**src/rtl/stn_timing_pkg.sv**
```systemverilog
package stn_timing_pkg;
  typedef enum logic [1:0] {PH_SHIFT, PH_PULSE, PH_DELAY, PH_BLANK} phase_e;
  typedef enum logic [1:0] {LD_NONE, LD_PULSE, LD_DELAY, LD_BLANK} load_e;

  typedef struct packed {
    logic   clear;
    phase_e phase;
    load_e  load;
    logic   lineDone;
  } strobe_t;
endpackage

```
**src/rtl/stn_timing_ctrl.sv**
```systemverilog
module stn_timing_ctrl
  import stn_timing_pkg::*;
(
  input  logic       clk,
  input  logic       rstN,
  input  logic       enable,
  input  logic [1:0] scanMode,
  input  logic       pixLast,
  input  logic       phLast,
  input  logic       delayZero,
  input  logic       blankZero,
  output strobe_t    strobe
);
  phase_e state, stateNext;
  load_e  loadSel;
  logic   active, lineDone;

  assign active = enable && (scanMode != 2'b11);

  always_comb begin
    stateNext = state;
    loadSel   = LD_NONE;
    lineDone  = 1'b0;
    case (state)
      PH_SHIFT: if (pixLast) begin
        stateNext = PH_PULSE;
        loadSel   = LD_PULSE;
      end
      PH_PULSE: if (phLast) begin
        lineDone = 1'b1;
        if (!delayZero) begin
          stateNext = PH_DELAY;
          loadSel   = LD_DELAY;
        end else if (!blankZero) begin
          stateNext = PH_BLANK;
          loadSel   = LD_BLANK;
        end else begin
          stateNext = PH_SHIFT;
        end
      end
      PH_DELAY: if (phLast) begin
        if (!blankZero) begin
          stateNext = PH_BLANK;
          loadSel   = LD_BLANK;
        end else begin
          stateNext = PH_SHIFT;
        end
      end
      default: if (phLast) stateNext = PH_SHIFT;
    endcase
  end

  always_ff @(posedge clk) begin
    if (!rstN || !active) state <= PH_SHIFT;
    else                  state <= stateNext;
  end

  assign strobe.clear    = !rstN || !active;
  assign strobe.phase    = state;
  assign strobe.load     = active ? loadSel : LD_NONE;
  assign strobe.lineDone = active && lineDone;
endmodule

```
**src/rtl/stn_timing_dp.sv**
```systemverilog
module stn_timing_dp
  import stn_timing_pkg::*;
#(
  parameter int DIV_W  = 8,
  parameter int HCNT_W = 10,
  parameter int LCNT_W = 10,
  parameter int TIME_W = 8,
  parameter int MV_W   = 8
) (
  input  logic              clk,
  input  strobe_t           strobe,
  input  logic [DIV_W-1:0]  clkDiv,
  input  logic [HCNT_W-1:0] hozCount,
  input  logic [LCNT_W-1:0] lineCount,
  input  logic [TIME_W-1:0] pulseWidth,
  input  logic [TIME_W-1:0] postDelay,
  input  logic [TIME_W-1:0] lineBlank,
  input  logic              vmLineMode,
  input  logic [MV_W-1:0]   vmCount,
  output logic              pixLast,
  output logic              phLast,
  output logic              delayZero,
  output logic              blankZero,
  output logic              pixClk,
  output logic              shiftEn,
  output logic              linePulse,
  output logic              framePulse,
  output logic              acPolarity
);
  localparam int DCW = DIV_W + 1;

  logic [DCW-1:0]    divCnt, halfC, fullM1;
  logic [HCNT_W-1:0] hCnt;
  logic [TIME_W-1:0] phCnt, effW;
  logic [LCNT_W-1:0] lCnt;
  logic [MV_W-1:0]   vmCnt, effM;
  logic              vmReg, divLast, lastLine, inShift;

  assign halfC    = (clkDiv < DIV_W'(2)) ? DCW'(2) : {1'b0, clkDiv};
  assign fullM1   = (halfC << 1) - DCW'(1);
  assign effW     = (pulseWidth == '0) ? TIME_W'(1) : pulseWidth;
  assign effM     = (vmCount == '0) ? MV_W'(1) : vmCount;
  assign inShift  = (strobe.phase == PH_SHIFT);
  assign divLast  = (divCnt == fullM1);
  assign pixLast  = inShift && divLast && (hCnt == hozCount);
  assign phLast   = (phCnt == TIME_W'(1));
  assign lastLine = (lCnt == lineCount);
  assign delayZero = (postDelay == '0);
  assign blankZero = (lineBlank == '0);

  always_ff @(posedge clk) begin
    if (strobe.clear) begin
      divCnt <= '0;
      hCnt   <= '0;
      phCnt  <= '0;
      lCnt   <= '0;
      vmCnt  <= '0;
      vmReg  <= 1'b0;
    end else begin
      if (inShift) begin
        if (divLast) begin
          divCnt <= '0;
          hCnt   <= pixLast ? '0 : hCnt + HCNT_W'(1);
        end else begin
          divCnt <= divCnt + DCW'(1);
        end
      end
      case (strobe.load)
        LD_PULSE: phCnt <= effW;
        LD_DELAY: phCnt <= postDelay;
        LD_BLANK: phCnt <= lineBlank;
        default:  if (phCnt != '0) phCnt <= phCnt - TIME_W'(1);
      endcase
      if (strobe.lineDone) begin
        lCnt <= lastLine ? '0 : lCnt + LCNT_W'(1);
        if (vmLineMode) begin
          if (vmCnt + MV_W'(1) >= effM) begin
            vmCnt <= '0;
            vmReg <= !vmReg;
          end else begin
            vmCnt <= vmCnt + MV_W'(1);
          end
        end else if (lastLine) begin
          vmReg <= !vmReg;
        end
      end
    end
  end

  assign pixClk     = !strobe.clear && inShift && (divCnt >= halfC);
  assign shiftEn    = !strobe.clear && inShift && (divCnt == halfC - DCW'(1));
  assign linePulse  = !strobe.clear && (strobe.phase == PH_PULSE);
  assign framePulse = linePulse && lastLine;
  assign acPolarity = !strobe.clear && vmReg;
endmodule

```
**src/rtl/stn_timing_gen.sv**
```systemverilog
module stn_timing_gen
  import stn_timing_pkg::*;
#(
  parameter int DIV_W  = 8,
  parameter int HCNT_W = 10,
  parameter int LCNT_W = 10,
  parameter int TIME_W = 8,
  parameter int MV_W   = 8
) (
  input  logic              clk,
  input  logic              rstN,
  input  logic              enable,
  input  logic [DIV_W-1:0]  clkDiv,
  input  logic [HCNT_W-1:0] hozCount,
  input  logic [LCNT_W-1:0] lineCount,
  input  logic [TIME_W-1:0] pulseWidth,
  input  logic [TIME_W-1:0] postDelay,
  input  logic [TIME_W-1:0] lineBlank,
  input  logic              vmLineMode,
  input  logic [MV_W-1:0]   vmCount,
  input  logic [1:0]        scanMode,
  output logic              pixClk,
  output logic              shiftEn,
  output logic              linePulse,
  output logic              framePulse,
  output logic              acPolarity,
  output logic [1:0]        dataLanes
);
  strobe_t strobe;
  logic    pixLast, phLast, delayZero, blankZero;

  stn_timing_ctrl u_ctrl (
    .clk(clk), .rstN(rstN), .enable(enable), .scanMode(scanMode),
    .pixLast(pixLast), .phLast(phLast), .delayZero(delayZero),
    .blankZero(blankZero), .strobe(strobe)
  );

  stn_timing_dp #(
    .DIV_W(DIV_W), .HCNT_W(HCNT_W), .LCNT_W(LCNT_W),
    .TIME_W(TIME_W), .MV_W(MV_W)
  ) u_dp (
    .clk(clk), .strobe(strobe), .clkDiv(clkDiv), .hozCount(hozCount),
    .lineCount(lineCount), .pulseWidth(pulseWidth), .postDelay(postDelay),
    .lineBlank(lineBlank), .vmLineMode(vmLineMode), .vmCount(vmCount),
    .pixLast(pixLast), .phLast(phLast), .delayZero(delayZero),
    .blankZero(blankZero), .pixClk(pixClk), .shiftEn(shiftEn),
    .linePulse(linePulse), .framePulse(framePulse), .acPolarity(acPolarity)
  );

  always_comb begin
    if (!enable) dataLanes = 2'b00;
    else begin
      case (scanMode)
        2'b01:   dataLanes = 2'b01;
        2'b11:   dataLanes = 2'b00;
        default: dataLanes = 2'b11;
      endcase
    end
  end
endmodule

```
**config.mk**
```make
export PLATFORM = sky130hd
export DESIGN_NAME = stn_timing_gen
export DESIGN_NICKNAME = d
export VERILOG_FILES = /design/src/rtl/stn_timing_pkg.sv /design/src/rtl/stn_timing_ctrl.sv /design/src/rtl/stn_timing_dp.sv /design/src/rtl/stn_timing_gen.sv
export SDC_FILE = /design/constraint.sdc
export NUM_CORES = 1
export LEC_CHECK = 0
export BUFFER_PORTS_ARGS = -buffer_cell sky130_fd_sc_hd__buf_4
export CAP_MARGIN = 10
export CORE_UTILIZATION = 60
export DETAILED_ROUTE_END_ITERATION = 8
export PLACE_DENSITY = 0.95
export SYNTH_ARGS = -nofsm -noshare
export SYNTH_HDL_FRONTEND = slang
export SYNTH_SLANG_ARGS = --single-unit
```
**constraint.sdc**
```tcl
create_clock -name clk -period 10.55 [get_ports clk]
set_clock_uncertainty 0.2 [all_clocks]
set_input_delay 1.055 -clock clk [delete_from_list [all_inputs] [get_ports clk]]
set_output_delay 1.055 -clock clk [all_outputs]
set_load 0.01 [all_outputs]
```
==> flow_metrics.py <==
metrics = {
    "floorplanning": {
        "die_w_um": 80.34,
        "die_h_um": 80.34,
        "die_area_sq_mm": 0.006455,
        "coreArea_sq_mm": 0.005921,
        "rows": 28,
        "start_util": 0.6219,
        "io_pins": 73,
    },
    "worst_hold_path": {
        "hp-class": "flip-flop to flip-flop",
    },
    "grt": {
        "grt_pass1_vias": 3497,
        "grt_pass1_wl_mm": 15.09,
        "antenna_found_initial": 0,
        "grt_max_degree": 19,
        "grt_usage": 0.2971,
        "grt_overflow": 0,
    },
    "setup_path": {
        "slowest_stage": "or4_1",
        "crit_chain": "buf_4 -> or4_1 -> o41ai_2 -> ha_1 -> or3b_1 -> nor3_1 -> xnor2_1 -> xnor2_1 -> nand4_1 -> nor3_1 -> buf_4",
        "cpPeakStageDelay_ps": 580,
        "worst_setup_path_start_kind": "input pin",
        "cp.required_ps": 9300,
        "cp_max_fo": 4,
        "worstSetupPathType": "input pin to output pin",
        "crit_arrival_ps": 3910,
        "worstSetupEndpointType": "output pin",
    },
    "sta": {
        "worst_pin_slew_ps": 1009,
        "setup_viol": 0,
        "hold_violations": 0,
        "whs_ps": 305.1,
        "rsz0062_at_grt": "false",
        "finalCriticalPeriod_ps": 5163,
        "slew_viol_final": 0,
        "final.setup.tns_ps": 0,
        "slew_headroom": 0.3273,
        "period_share": 0.4894,
        "fmax_mhz": 193.7,
    },
    "drt": {
        "ant_nets": 0,
        "vias": 3669,
        "wirelength_mm": 9.154,
        "drc_errors": 0,
        "dr.first_iter.drc_count": 290,
        "viasPerCell": 6.146,
        "first_pass_iters": 5,
        "drt-wirelength-per-cell_um": 15.33,
    },
    "clock_tree": {
        "post_cts_buffers": 0,
        "cts_max_level": 2,
        "ctsHoldBuffers": 0,
        "ctsResizeCount": 0,
        "clk_latency_ps": 300,
        "path_clk_slew_ps": 90,
        "cts_tree": "built",
        "cts_sinks": 48,
        "cts.path.max_buffers": 2,
        "cts-root-buf": "clkbuf_8",
        "numCtsBuffers": 5,
    },
    "logic_synthesis": {
        "yosys-top-cells-count": "nor2_1 (50), dfxtp_1 (48), xnor2_1 (37)",
        "syn_inst": 454,
        "synth_area_sq_mm": 0.003682,
        "synth_nets": 543,
        "synth_seq_area_share": 0.2610,
        "ys_top_cells_by_area": "dfxtp_1 (26%), xnor2_1 (8.8%), ha_1 (7.8%)",
        "synth-seq-cells": 48,
        "yosys.area.top_type_share": 0.2610,
        "ys_warn_count": 0,
        "yosysMostFrequentCell": "nor2_1",
        "syn_avg_cell_area_sq_um": 8.111,
        "ys.flop_type": "dfxtp_1",
        "synth_edf_count": 0,
        "synth.largest_area_cell": "dfxtp_1",
        "synth_cell_types": 61,
        "async_reset_ff_frac": 0,
    },
    "power": {
        "ir_drop_v": 0.0001160,
        "p_per_area_mw_per_mm2": 119.8,
        "p_leak_nw": 1.840,
    },
    "placed_design": {
        "io_buffers": 72,
        "place_inst": 589,
        "hpwlAfterDp_mm": 7.108,
        "place.gp.congestion": 0.9341,
    },
    "final_layout": {
        "layout.nets": 610,
        "fillers": 446,
        "area_delta_synth_final_pct": 18.31,
        "drive_gt1_frac": 0.1762,
        "fin_cells": 597,
        "n_antenna_cell": 0,
    },
    "status": {
        "status": "finished, final reports clean",
    },
    "run": {
        "max_cap_violations": 0,
    },
}
flip-flops by register name, summed over array words and instances (netlist names):
name          count
u_ctrl.state      2
u_dp.divCnt       9
u_dp.hCnt        10
u_dp.lCnt        10
u_dp.phCnt        8
u_dp.vmCnt        8
u_dp.vmReg        1
layout make-up:
type | count | area, sq um | area share
clock buffer | 6 | 82.58 | 0.01895
clock inverter | 2 | 10.01 | 0.002298
inverter | 23 | 86.33 | 0.01982
multi-input combinational | 371 | 2582 | 0.5928
sequential | 48 | 960.9 | 0.2206
tap | 75 | 93.84 | 0.02154
timing repair buffer | 72 | 540.5 | 0.1241
worst paths after layout:
check	startpoint	end	slack, ps	cells after the start
max	clkDiv[7]	shiftEn	5390	11
min	u_dp.hCnt[9]	u_dp.hCnt[9]	310	2
max reg2reg	u_ctrl.state[0]	u_dp.phCnt[1]	7510	5
min reg2reg	u_dp.hCnt[9]	u_dp.hCnt[9]	310	2
kinds of logic (layout without fill, tap and decap cells):
family	Yosys count	in the layout	synth area share
buffers and inverters	35	103	0.03772
multiplexers	9	9	0.02481
flip-flops	48	48	0.2610
AO/OA/AOI/OAI	86	86	0.1662
AND/OR/NAND/NOR	185	185	0.2630
adder cells (fa/ha/maj)	23	23	0.07815
XOR/XNOR	68	68	0.1692
where the power goes:
part | switching (mW) | leakage [nW] | internal [mW] | total [mW]
Sequential | 0.00966 | 0.387 | 0.190 | 0.200
Combinational | 0.115 | 1.40 | 0.0935 | 0.208
Clock | 0.0614 | 0.0510 | 0.0524 | 0.114
critical path: cells and delay by family:
family	cells	cell delay [ps]
buf+inv	2	280
compound gates	1	410
fa+ha+maj	1	280
xor+xnor	2	320
simple gates	5	1570
cells in the final DEF, fill, tap and decap left out, types with 6 or more instances in the layout:
cell type / Yosys / final
o31ai_1: 6 / 6
buf_4: 1 / 72
xnor2_1: 37 / 37
o21ai_0: 11 / 11
nand3_1: 20 / 20
inv_1: 23 / 23
a31oi_1: 6 / 6
or4_1: 6 / 6
clkbuf_8: 0 / 6
nor3_1: 17 / 17
and3_1: 6 / 6
mux2i_1: 8 / 8
nor4_1: 12 / 12
nand2b_1: 7 / 7
xor2_1: 29 / 29
a21o_1: 8 / 8
a21oi_1: 18 / 18
nor2_1: 50 / 50
dfxtp_1: 48 / 48
nand2_1: 30 / 30
ha_1: 23 / 23
nand4_1: 14 / 14
layer usage:
metal | part of all wire | track usage | routed length (um)
met1 | 0.42 | 0.3567 | 3868
met2 | 0.49 | 0.5102 | 4470
met3 | 0.064 | 0.04545 | 584
met4 | 0.025 | 0.1482 | 230
met5 | 0 | 0 | 0
metrics by stage:
step | util | area, sq um | power [mW] | setup WS [ps]
after floorplan | - | 3682 | 0.3514 | 5701
after global placement | 0.7202 | 4264 | 0.3965 | 5549
after detailed placement | 0.7202 | 4264 | 0.4047 | 5436
after CTS | 0.7358 | 4357 | 0.5197 | 5404
after global routing | 0.7358 | 4357 | 0.5568 | 5173
final | 0.7358 | 4357 | 0.5221 | 5387
Note: power is estimated with default switching activity, not from simulation.
